[src/rtl/pmpps_pkg.sv]
package pmpps_pkg;
  // verdict of the page scan
  typedef enum logic {
    SPAN_BYTE  = 1'b0,
    SPAN_WHOLE = 1'b1
  } span_e;
endpackage

[src/rtl/pmpps_entry_cmp.sv]
// Classifies one entry against the page window.
module pmpps_entry_cmp #(
  parameter int ADDR_W = 16
) (
  input  logic              act,
  input  logic [ADDR_W-1:0] lo,
  input  logic [ADDR_W-1:0] hi,
  input  logic [ADDR_W-1:0] pg_lo,
  input  logic [ADDR_W-1:0] pg_hi,
  output logic              covers,
  output logic              touches
);
  logic lo_in_page;
  logic hi_in_page;

  always_comb begin
    lo_in_page = (lo >= pg_lo) && (lo <= pg_hi);
    hi_in_page = (hi >= pg_lo) && (hi <= pg_hi);
    covers     = act && (lo <= pg_lo) && (hi >= pg_hi);
    touches    = act && (lo_in_page || hi_in_page);
  end
endmodule

[src/rtl/pmpps_first_hit.sv]
// Lowest-index-wins selection among entries that hit the page.
module pmpps_first_hit #(
  parameter int N_ENT = 4
) (
  input  logic [N_ENT-1:0] hit,
  input  logic [N_ENT-1:0] full,
  output logic             any_hit,
  output logic             first_full
);
  logic [N_ENT:0]   seen;
  logic [N_ENT-1:0] pick;

  assign seen[0] = 1'b0;

  for (genvar i = 0; i < N_ENT; i++) begin : g_chain
    assign seen[i+1] = seen[i] | hit[i];
    assign pick[i]   = hit[i] & ~seen[i] & full[i];
  end

  assign any_hit    = seen[N_ENT];
  assign first_full = |pick;
endmodule

[src/rtl/pmpps_page_split.sv]
module pmpps_page_split
  import pmpps_pkg::*;
#(
  parameter int N_ENT     = 4,
  parameter int ADDR_W    = 16,
  parameter int PAGE_BITS = 12
) (
  input  logic                     clk,
  input  logic                     rst_n,
  input  logic                     pmp_en,
  input  logic [N_ENT-1:0]         entry_act,
  input  logic [N_ENT*ADDR_W-1:0]  entry_lo,
  input  logic [N_ENT*ADDR_W-1:0]  entry_hi,
  input  logic [ADDR_W-1:0]        lookup_addr,
  output logic                     whole_page,
  output logic [PAGE_BITS:0]       grant_size
);
  localparam int SIZE_W = PAGE_BITS + 1;
  localparam int HI_W   = ADDR_W - PAGE_BITS;
  localparam logic [SIZE_W-1:0] SZ_PAGE = SIZE_W'(1) << PAGE_BITS;
  localparam logic [SIZE_W-1:0] SZ_BYTE = SIZE_W'(1);

  // captured inputs
  logic                    en_q,   en_d;
  logic [N_ENT-1:0]        act_q,  act_d;
  logic [N_ENT*ADDR_W-1:0] lo_q,   lo_d;
  logic [N_ENT*ADDR_W-1:0] hi_q,   hi_d;
  logic [ADDR_W-1:0]       addr_q, addr_d;
  logic                    cap_en;

  // capture every cycle; enable kept explicit
  always_comb begin
    cap_en = 1'b1;
    en_d   = pmp_en;
    act_d  = entry_act;
    lo_d   = entry_lo;
    hi_d   = entry_hi;
    addr_d = lookup_addr;
  end

  always_ff @(posedge clk or negedge rst_n) begin
    if (!rst_n) begin
      en_q   <= 1'b0;
      act_q  <= '0;
      lo_q   <= '0;
      hi_q   <= '0;
      addr_q <= '0;
    end else if (cap_en) begin
      en_q   <= en_d;
      act_q  <= act_d;
      lo_q   <= lo_d;
      hi_q   <= hi_d;
      addr_q <= addr_d;
    end
  end

  // page window
  logic [ADDR_W-1:0] pg_lo;
  logic [ADDR_W-1:0] pg_hi;
  logic [HI_W-1:0]   pg_num;

  always_comb begin
    pg_num = addr_q[ADDR_W-1:PAGE_BITS];
    pg_lo  = {pg_num, {PAGE_BITS{1'b0}}};
    pg_hi  = {pg_num, {PAGE_BITS{1'b1}}};
  end

  // per-entry classification
  logic [N_ENT-1:0] cov;
  logic [N_ENT-1:0] tch;
  logic [N_ENT-1:0] hit;

  for (genvar i = 0; i < N_ENT; i++) begin : g_ent
    pmpps_entry_cmp #(.ADDR_W(ADDR_W)) i_cmp (
      .act     (act_q[i]),
      .lo      (lo_q[i*ADDR_W +: ADDR_W]),
      .hi      (hi_q[i*ADDR_W +: ADDR_W]),
      .pg_lo   (pg_lo),
      .pg_hi   (pg_hi),
      .covers  (cov[i]),
      .touches (tch[i])
    );
    assign hit[i] = cov[i] | tch[i];
  end

  logic any_hit;
  logic first_full;

  pmpps_first_hit #(.N_ENT(N_ENT)) i_pick (
    .hit        (hit),
    .full       (cov),
    .any_hit    (any_hit),
    .first_full (first_full)
  );

  span_e span;

  always_comb begin
    if (!en_q || !any_hit || first_full) span = SPAN_WHOLE;
    else                                 span = SPAN_BYTE;
    whole_page = (span == SPAN_WHOLE);
    grant_size = whole_page ? SZ_PAGE : SZ_BYTE;
  end
endmodule

[config.mk]
export PLATFORM = sky130hd
export DESIGN_NAME = pmpps_page_split
export DESIGN_NICKNAME = d
export VERILOG_FILES = /design/src/rtl/pmpps_pkg.sv /design/src/rtl/pmpps_entry_cmp.sv /design/src/rtl/pmpps_first_hit.sv /design/src/rtl/pmpps_page_split.sv
export SDC_FILE = /design/constraint.sdc
export NUM_CORES = 1
export LEC_CHECK = 0
export ABC_AREA = 1
export ABC_CLOCK_PERIOD_IN_PS = 5900
export CAP_MARGIN = 10
export CORE_ASPECT_RATIO = 1.4
export CORE_MARGIN = 2
export CORE_UTILIZATION = 67
export DETAILED_ROUTE_END_ITERATION = 16
export DONT_BUFFER_PORTS = 1
export PLACE_DENSITY_LB_ADDON = 0.12
export SKIP_CTS_REPAIR_TIMING = 1
export SYNTH_ARGS = -nofsm -noshare
export SYNTH_HDL_FRONTEND = slang
export SYNTH_SLANG_ARGS = --single-unit
[constraint.sdc]
create_clock -name clk -period 5.9 [get_ports clk]
set_input_delay 0.59 -clock clk [delete_from_list [all_inputs] [get_ports clk]]
set_output_delay 0.59 -clock clk [all_outputs]
set_load 0.02 [all_outputs]
-- Word-level counts from Yosys, hierarchy flattened
Cells that the tools add are included.
- register bits: 149
- word-level logic and storage cells: 77
- magnitude comparators: 24
- mux-type cells: 2
- bitwise logic cells: 17
- reductions and logical operators: 29
- operators with widths (kind ; number):
    >= comparator 16 bit ; 12
    <= comparator 16 bit ; 12
    logical AND 1 bit ; 20
    two-way mux 13 bit ; 1
    bitwise AND 1 bit ; 7
    OR 1 bit ; 7
    logical OR 1 bit ; 6
    OR reduction 4 bit ; 1
    NOT 1 bit ; 3
    zero test 1 bit ; 2
    two-way mux 1 bit ; 1

-- Logic depth before layout (Yosys ltp)
Gate-level depths: netlist (run 1).
- depth after elaboration: 14
- depth in mapped cells: 18

-- Cells and area by module
From an unflattened synthesis (run 1), not the netlist that was laid out.
- cell total of the unflattened synthesis: 1171
- area, all modules: 10122.2 um2
- modules (own cells, without submodules) (module ; times used ; cells an instance ; area an instance (um2) ; seq. area each (um2)):
    pmpps_entry_cmp ; 4 ; 249 ; 1622.8 ; 0.0
    pmpps_page_split ; 1 ; 159 ; 3567.2 ; 3428.3
    pmpps_first_hit ; 1 ; 16 ; 63.8 ; 0.0

-- Worst setup path after synthesis (run 1)
No wires, ideal clock.
- path type: reg-to-output
- from: reg addr_q[12]
- to: out grant_size[12]
- arrival: 2.029 ns
- data required time: 5.310 ns
- setup slack: 3.281 ns
- cell stages (with the launch flop): 18
- path buffers: 1
- cells stage by stage: dfrtp_1 > inv_1 > ha_1 > nand2_1 > nor2_2 > and2b_1 > nand2_1 > nand2_1 > nand2_1 > nand2_1 > nand2_1 > nand2_1 > nand2_1 > nand2_1 > nand2_2 > nand2_1 > nand2_1 > buf_4
- cells in the longest elaborated chain, start to end: 14
- elaborated cells on any way between the ends: 71
- those cells by class: order compare: 24; mux: 2; bitwise: 17; reduce/logical: 28
- RTL lines (what ; line ; RTL):
    start, declared ; pmpps_page_split.sv:28 ; logic [ADDR_W-1:0] addr_q, addr_d;
    start signal, assigned ; pmpps_page_split.sv:53 ; addr_q <= addr_d;
    >= comparator 16 bit (tied with other cells) ; pmpps_entry_cmp.sv:17 ; lo_in_page = (lo >= pg_lo) && (lo <= pg_hi);
    logical AND 1 bit, on equally long branches ; pmpps_entry_cmp.sv:17, pmpps_entry_cmp.sv:18 ;
    logical OR 1 bit ; pmpps_entry_cmp.sv:20 ; touches = act && (lo_in_page || hi_in_page);
    logical AND 1 bit ; pmpps_entry_cmp.sv:20 ;
    OR 1 bit ; pmpps_page_split.sv:83 ; assign hit[i] = cov[i] | tch[i];
    OR 1 bit (2 in series) ; pmpps_first_hit.sv:16 ; assign seen[i+1] = seen[i] | hit[i];
    NOT 1 bit ; pmpps_first_hit.sv:17 ; assign pick[i] = hit[i] & ~seen[i] & full[i];
    bitwise AND 1 bit (2 in series) ; pmpps_first_hit.sv:17 ;
    OR reduction 4 bit ; pmpps_first_hit.sv:21 ; assign first_full = |pick;
    logical OR 1 bit * ; pmpps_page_split.sv:99 ; if (!en_q || !any_hit || first_full) span = SPAN_WHOLE;
    two-way mux 1 bit * ; pmpps_page_split.sv:99 ;
    via whole_page ; pmpps_page_split.sv:15 ; output logic whole_page,
    two-way mux 13 bit * ; pmpps_page_split.sv:102 ; grant_size = whole_page ? SZ_PAGE : SZ_BYTE;
    end, declared ; pmpps_page_split.sv:16 ; output logic [PAGE_BITS:0] grant_size
Mark *: on every way through the listed nets, which the timed path passes. The rest lies on a longest branch.

-- Final worst setup path (run 1)
Same ends and word-level chain as after synthesis.

==> results of run 1 <==
[cell families (layout without fill, tap and decap cells)]
group                      after synthesis  count (layout)  share of synthesized area [%]
AOI/OAI and AO/OA                       37              37                          3.950
adders and majority gates               40              40                          9.294
buffers and inverters                   56              77                          4.740
DFF                                    137             137                          63.66
other                                    1              13                        0.06964
and+or+nand+nor                        232             232                          18.29
[critical path, cell delays in order (launching register included)]
cell     delay, ns
dfrtp_1       0.61
inv_1         0.32
ha_1          0.38
nand2_1       0.07
nor2_2        0.12
inv_1         0.09
nor2_2        0.09
nand2_1       0.05
nand2_1       0.05
nand2_1       0.06
nand2_1       0.07
nand2_1       0.06
nand2_1       0.06
nand2_1       0.06
nand2_1       0.08
nand2_2       0.06
nand2_1       0.06
nand2_1       0.24
[path summary, 6_finish.rpt]
check,from,endpoint,slack (ns)
min in group clk,entry_lo[59],lo_q[59],0.09
max,addr_q[12],grant_size[12],2.27
min,rst_n,hi_q[59],0.05
max in group asynchronous,rst_n,hi_q[13],5.39
[layer usage]
layer	up-vias	wire, um	track usage [%]	share of wire (%)
li1	1643	-	-	-
met1	1638	3679	25.85	34
met2	132	5972	46.70	56
met3	28	737	8.388	6.9
met4	0	312	14.77	2.9
met5	-	0	0	0
[through the flow]
stage                     area [sq um]  power [uW]  utilization, %  worst slack (ns)  instances
final                             6200        2421           79.51             2.269        636
after global routing              6197        2510           79.48             1.987        635
after CTS                         6167        2413           79.09             2.197        633
after detailed placement          5458        1156           69.99             2.816        601
after global placement            5458        1146           69.99             2.824        601
after floorplan                   5423        1134               -             3.281        513
[power groups by stage]
stage / combinational [uW] / sequential, uW / clock [uW]
CTS: 132 / 1010 / 1270
global route: 177 / 1020 / 1310
detailed placement: 128 / 1030 / 0
finish: 150 / 1010 / 1260
global placement: 121 / 1030 / 0
floorplan: 112 / 1020 / 0
[registers in the layout (all words and copies together), names as in the netlist]
name and cells:
en_q 1, lo_q 64, hi_q 64, addr_q 4, act_q 4
[Yosys cell counts, types with 2 or more instances]
| library cell | instances |
|---|---|
| inv_2 | 2 |
| a21oi_1 | 16 |
| clkinv_1 | 2 |
| ha_1 | 40 |
| a21oi_2 | 2 |
| nor2_2 | 5 |
| nand2_2 | 5 |
| o21bai_1 | 2 |
| inv_1 | 40 |
| o21ai_0 | 7 |
| dfrtp_1 | 137 |
| nor3_1 | 3 |
| buf_4 | 12 |
| nand4_1 | 13 |
| nand3_1 | 12 |
| nor2_1 | 61 |
| nor4_1 | 7 |
| nand2_1 | 121 |
| o211ai_1 | 3 |
| o21ai_1 | 4 |
[final cells by class]
type / instances / area [sq um]
Clock inverter: 15 / 295.3
Sequential cell: 137 / 3428
Clock buffer: 17 / 414.1
Multi-Input combinational cell: 320 / 1739
Antenna cell: 2 / 5.005
Fill cell: 444 / 1598
Tap cell: 100 / 125.1
Timing Repair Buffer: 1 / 27.53
Inverter: 44 / 165.2
==> impl_metrics.tcl, run 1 <==
set metrics [dict create \
    status "completed" \
    hold_viol_final 0 \
    final_cell_mix "137 x dfrtp_1, 121 x nand2_1, 61 x nor2_1" \
    ys_warn_count 0 \
    gr-usage-all-layers_pct 25.85 \
    min_path_type "in2async" \
    crit_type "reg2out" \
    syn_area_sq_um 5385 \
    yosysTopAreaCellShare_pct 63.66 \
    synth_edf_count 0 \
    ys_seq_elements 137 \
    max_freq_mhz 275.4 \
    synth_top_cell_by_area "dfrtp_1" \
    core_sq_um 7797 \
    drive_gt1_share_pct 8.989 \
    swShare_pct 21.63 \
    ys.flop_type "dfrtp_1" \
    cts_max_level 4 \
    gp_congestion 0.7837 \
    syn_to_final_growth_pct 15.13 \
    ant_nets 0 \
    clock_path_buffers 2 \
    rsz0062_at_grt "false" \
    num_vias 3441 \
    grt_first_pass_wirelength_um 16370 \
    drc 0 \
    die_h_um 110.1 \
    path_clk_slew_ns 0.06 \
    nets 712 \
    tightest_slew_ns 0.6241 \
    p_leak_uw 0.003010 \
    clkPwrFrac_pct 51.9 \
    worst_setup_path_start_kind "register" \
    rows 38 \
    p_seq_share_pct 41.9 \
    cts_tree "built" \
    io_buffer_count 0 \
    grt_pass1_vias 3743 \
    max-slew-margin-rel_pct 58.39 \
    drv_slew 0 \
    power.density_nw_per_um2 390.5 \
    drv_cap 0 \
    ir_worst_vdd_mv 0.3467 \
    combPwrFrac_pct 6.2 \
    synth_cells 503 \
    post-route-min-period_ns 3.631 \
    required_ns 5.31 \
    min_period_over_period_pct 61.54 \
    antenna_found_initial 1 \
    async_flop_share_pct 100.0 \
    ys_seq_area_share_pct 63.66 \
    setup_viol_count_final 0 \
    avgSynthCellArea_sq_um 10.71 \
    p_int_uw 1897 \
    wl_per_cell_um 16.83 \
    power.switching_uw 523.7 \
    endpoint_kind "primary output" \
    viasPerCell 5.410 \
    die_w_um 79.77 \
    arrival_ns 3.04 \
    wl_um 10700 \
    holdWs_ns 0.04823 \
    io_pins 165 \
    synth_cell_types 29 \
    detailedRoute.firstIterationViolations 188 \
    numCtsBuffers 17 \
    start_util_pct 69.06 \
    first_pass_iters 4 \
    mostFrequentLayoutCell "dfrtp_1" \
    grt_overflow 0 \
    root_buffer "clkbuf_8" \
    hpwlAfterDp_um 6835 \
    setup-tns-final_ns 0 \
    cts_sinks 137 \
    synthTopCellsByArea "dfrtp_1 64%, ha_1 9.3%, nand2_1 8.4%" \
    die_area_sq_um 8781 \
    grt_start_max_net_pins 138 \
    crit_fanout 9 \
]
Note: power is estimated with default switching activity, not from simulation.
==> inputs of run 2 (changes only) <==
--- a/config.mk
+++ b/config.mk
@@ -6,11 +6,11 @@
 export NUM_CORES = 1
 export LEC_CHECK = 0
 export ABC_AREA = 1
-export ABC_CLOCK_PERIOD_IN_PS = 5900
+export ABC_CLOCK_PERIOD_IN_PS = 3700
 export CAP_MARGIN = 10
 export CORE_ASPECT_RATIO = 1.4
 export CORE_MARGIN = 2
-export CORE_UTILIZATION = 67
+export CORE_UTILIZATION = 62
 export DETAILED_ROUTE_END_ITERATION = 16
 export DONT_BUFFER_PORTS = 1
 export PLACE_DENSITY_LB_ADDON = 0.12
==> constraint.sdc (replaced) <==
create_clock -name clk -period 3.7 [get_ports clk]
set_input_delay 0.37 -clock clk [delete_from_list [all_inputs] [get_ports clk]]
set_output_delay 0.37 -clock clk [all_outputs]
set_load 0.02 [all_outputs]
==> run 2 against run 1 <==
The run now fails in global routing. Synthesized cell count unchanged. Synthesized area stayed put.
==> impl_metrics.tcl, run 2 <==
set metrics [dict create \
    status "did not finish" \
    yosys-top-cells-count "137 x dfrtp_1, 121 x nand2_1, 61 x nor2_1" \
    error "[ERROR RSZ-0060] Max buffer count reached." \
    hpwlAfterDp_um 6851 \
    numCtsBuffers 17 \
    synth_edf_count 0 \
    synth_cells 503 \
    avgSynthCellArea_sq_um 10.71 \
    synthTopCellsByArea "dfrtp_1 64%, ha_1 9.3%, nand2_1 8.4%" \
    ys_seq_area_share_pct 63.66 \
    synth_cell_types 29 \
    io_pins 165 \
    clock_path_buffers 2 \
    lastStage "global routing" \
    synth_most_common_cell "dfrtp_1" \
    yosysTopAreaCellShare_pct 63.66 \
    syn_area_sq_um 5385 \
    ys_seq_elements 137 \
    start_util_pct 63.29 \
    grt_start_max_net_pins 138 \
    cts_sinks 137 \
    root_buffer "clkbuf_16" \
    synth_top_cell_by_area "dfrtp_1" \
    ys.flop_type "dfrtp_1" \
    async_flop_share_pct 100.0 \
    die_h_um 114.3 \
    ys_warn_count 0 \
    cts_max_level 4 \
    rows 40 \
    io_buffer_count 0 \
    gp_congestion 0.7932 \
    die_w_um 82.77 \
]
[run 2: cell counts after synthesis]
Identical to the previous run, type by type.
[run 2: cell families after synthesis]
kind of cell | count (synthesis) | share of synthesized area, %
flip-flops | 137 | 63.66
AO/OA/AOI/OAI | 37 | 3.950
AND/OR/NAND/NOR | 232 | 18.29
other | 1 | 0.06964
adder cells (fa/ha/maj) | 40 | 9.294
buffers and inverters | 56 | 4.740
[run 2: metrics by stage]
step	area [sq um]	hold slack, ns	worst slack (ns)	utilization (%)	instances
after floorplan	5423	0.07441	1.301	-	513
after detailed placement	5464	0.07757	0.8285	64.22	606
after CTS	6081	-0.3699	0.3538	71.47	638
after global placement	5464	0.07709	0.8481	64.22	606
==> inputs of run 3 (changes only) <==
--- a/config.mk
+++ b/config.mk
@@ -8,12 +8,11 @@
 export ABC_AREA = 1
 export ABC_CLOCK_PERIOD_IN_PS = 3700
 export CAP_MARGIN = 10
-export CORE_ASPECT_RATIO = 1.4
 export CORE_MARGIN = 2
-export CORE_UTILIZATION = 62
+export CORE_UTILIZATION = 40
 export DETAILED_ROUTE_END_ITERATION = 16
 export DONT_BUFFER_PORTS = 1
-export PLACE_DENSITY_LB_ADDON = 0.12
+export PLACE_DENSITY_LB_ADDON = 0.15
 export SKIP_CTS_REPAIR_TIMING = 1
 export SYNTH_ARGS = -nofsm -noshare
 export SYNTH_HDL_FRONTEND = slang
==> run 3 against run 2 <==
The run now ends clean.
==> impl_metrics.tcl, run 3 (synthesized netlist as in run 1, its figures left out) <==
set metrics [dict create \
    endpoint_kind "primary output" \
    crit_start "addr_q[15]" \
    cts_sinks 137 \
    setup-tns-final_ns 0 \
    ir_worst_vdd_mv 0.3515 \
    rsz0062_at_grt "false" \
    wl_per_cell_um 13.42 \
    p_leak_uw 0.003527 \
    top_regs "hi_q (64), lo_q (64)" \
    min_path_type "in2reg" \
    grt_start_max_net_pins 138 \
    hold_start "entry_hi[41]" \
    die_h_um 120.0 \
    power_uw 3622 \
    io_pins 165 \
    viasPerCell 4.464 \
    detailedRoute.firstIterationViolations 158 \
    gr-usage-all-layers_pct 14.96 \
    rows 42 \
    status "completed" \
    start_util_pct 40.83 \
    die_w_um 120.0 \
    power.density_nw_per_um2 480.0 \
    final_cell_mix "138 x dlygate4sd3_1, 137 x dfrtp_1, 121 x nand2_1" \
    mostFrequentLayoutCell "dlygate4sd3_1" \
    grt_pass1_vias 3222 \
    cts_max_level 4 \
    wl_um 11370 \
    hpwlAfterDp_um 7099 \
    fillers 1092 \
    path_clk_slew_ns 0.05 \
    max-slew-margin-rel_pct 56.92 \
    nets 851 \
    post-route-min-period_ns 3.075 \
    grt_overflow 0 \
    io_buffer_count 0 \
    drive_gt1_share_pct 6.418 \
    antenna_found_initial 0 \
    crit_type "reg2out" \
    die_area_sq_um 14410 \
    setup_viol_count_final 0 \
    crit_fanout 8 \
    clock_path_buffers 2 \
    ant_nets 0 \
    cts_tree "built" \
    max_freq_mhz 325.2 \
    arrival_ns 2.70 \
    root_buffer "clkbuf_16" \
    tightest_slew_ns 0.6462 \
    drv_slew 0 \
    num_vias 3781 \
    worst_setup_path_start_kind "register" \
    min_period_over_period_pct 83.10 \
    first_pass_iters 4 \
    core_sq_um 13190 \
    required_ns 3.33 \
    hold_viol_final 0 \
    grt_first_pass_wirelength_um 15900 \
    syn_to_final_growth_pct 40.13 \
    gp_congestion 0.7722 \
    drc 0 \
    numCtsBuffers 17 \
    drv_cap 0 \
]
run 3: critical path, cell delays in order, from the launching register on:
cell and delay, ns:
dfrtp_1 0.36, inv_1 0.31, ha_1 0.33, a21oi_1 0.23
inv_1 0.08, a21oi_2 0.12, nand2_1 0.06, nand2_1 0.07
nand2_1 0.05, nand2_1 0.05, nand2_1 0.05, nand2_1 0.09
nand2_1 0.07, nand2_2 0.07, nand2_1 0.05, nand2_1 0.30
run 3: metrics by stage:
stage,hold slack (ns),area [sq um],setup WS (ns),cells,util (%)
after floorplan,0.07441,5423,1.301,513,-
after global placement,0.07714,5560,1.019,678,42.16
after detailed placement,0.07716,5560,0.9838,678,42.16
after CTS,-0.3712,6135,0.5286,707,46.51
after global routing,0.4865,7543,0.3112,846,57.19
final,0.5036,7546,0.6253,847,57.21
run 3: worst paths after layout:
kind	depth (start not counted)	slack, ns	endpoint
setup / recovery	15	0.63	grant_size[12]
min in group asynchronous	2	0.57	hi_q[38]
hold / removal	1	0.50	hi_q[41]
max in group asynchronous	2	2.61	hi_q[5]
run 3: layout make-up:
class / instances / area [sq um] / share of cell area [%]
diodes: 1 / 2.502 / 0.03316
clock buffers: 21 / 450.4 / 5.969
repair buffers: 140 / 1416 / 18.77
inverters: 44 / 165.2 / 2.189
flip-flops and latches: 137 / 3428 / 45.43
well taps: 176 / 220.2 / 2.918
clock inverters: 8 / 123.9 / 1.642
multi-input cells: 320 / 1739 / 23.05
run 3: power breakdown:
group          switching [uW]  total, uW  internal (uW)
Combinational             183        358            175
Sequential               34.9       1610           1580
Clock                     590       1650           1060
Total                     808       3620           2810
run 3: routing by layer:
metal	part of all wire, %	track usage, %
met5	0	0
met4	1.8	6.618
met3	5.2	6.559
met1	41	17.43
met2	53	23.93
==> inputs of run 4 (changes only) <==
--- a/config.mk
+++ b/config.mk
@@ -5,8 +5,8 @@
 export SDC_FILE = /design/constraint.sdc
 export NUM_CORES = 1
 export LEC_CHECK = 0
-export ABC_AREA = 1
-export ABC_CLOCK_PERIOD_IN_PS = 3700
+export ABC_AREA = 0
+export ABC_CLOCK_PERIOD_IN_PS = 2800
 export CAP_MARGIN = 10
 export CORE_MARGIN = 2
 export CORE_UTILIZATION = 40
==> constraint.sdc (replaced) <==
create_clock -name clk -period 2.8 [get_ports clk]
set_input_delay 0.28 -clock clk [delete_from_list [all_inputs] [get_ports clk]]
set_output_delay 0.28 -clock clk [all_outputs]
set_load 0.02 [all_outputs]
==> run 4 against run 3 <==
The flow now stops in global routing. Synthesized cell count decreased by 29%. Synthesized area decreased by 6.1%.
==> impl_metrics.tcl, run 4 <==
set metrics [dict create \
    die_w_um 116.4 \
    syn_area_sq_um 5057 \
    ys_seq_area_share_pct 67.79 \
    yosys-top-cells-count "137 x dfrtp_1, 40 x ha_1, 32 x nand4_1" \
    io_buffer_count 0 \
    cts_sinks 137 \
    clock_path_buffers 2 \
    async_flop_share_pct 100.0 \
    ys.flop_type "dfrtp_1" \
    synth_edf_count 0 \
    gp_congestion 0.7236 \
    numCtsBuffers 17 \
    synth_cells 359 \
    synth_most_common_cell "dfrtp_1" \
    status "did not finish" \
    hpwlAfterDp_um 7036 \
    endpoint_type "top-level output" \
    rows 41 \
    grt-worst-endpoint "whole_page" \
    die_h_um 116.4 \
    yosysTopAreaCellShare_pct 67.79 \
    synthTopCellsByArea "dfrtp_1 68%, ha_1 9.9%, nand4_1 4.0%" \
    root_buffer "clkbuf_16" \
    grt_start_max_net_pins 138 \
    start_util_pct 40.57 \
    synth_top_cell_by_area "dfrtp_1" \
    avgSynthCellArea_sq_um 14.09 \
    io_pins 165 \
    ys_warn_count 0 \
    lastStage "global routing" \
    error "[ERROR RSZ-0060] Max buffer count reached." \
    cts_max_level 4 \
    synth_cell_types 28 \
    ys_seq_elements 137 \
]
run 4: cell types whose count changed after synthesis, moves of 5 or more:
cell / delta
a32oi_1: +6
nand4_1: +19
nor2_1: -57
nor2_2: -5
nand2_2: -5
inv_1: -24
or4_1: +12
nand2_1: -110
nor2b_1: +8
nor4_1: +16
nand3_1: -12
nand4b_1: +6
run 4: kinds of logic after synthesis:
family / Yosys count / synth area share, %
compound gates: 54 / 7.175
other cells: 1 / 0.07415
fa+ha+maj: 40 / 9.896
buf+inv: 28 / 2.969
flops: 137 / 67.79
simple gates: 99 / 12.10
run 4: per-stage QoR:
stage	util [%]	std cells	worst slack, ns	instance area, sq um
2_1_floorplan	-	369	0.05831	5099
3_3_place_gp	43.05	548	-0.004391	5366
3_5_place_dp	43.05	548	-0.05781	5366
4_1_cts	47.56	580	-0.5233	5928
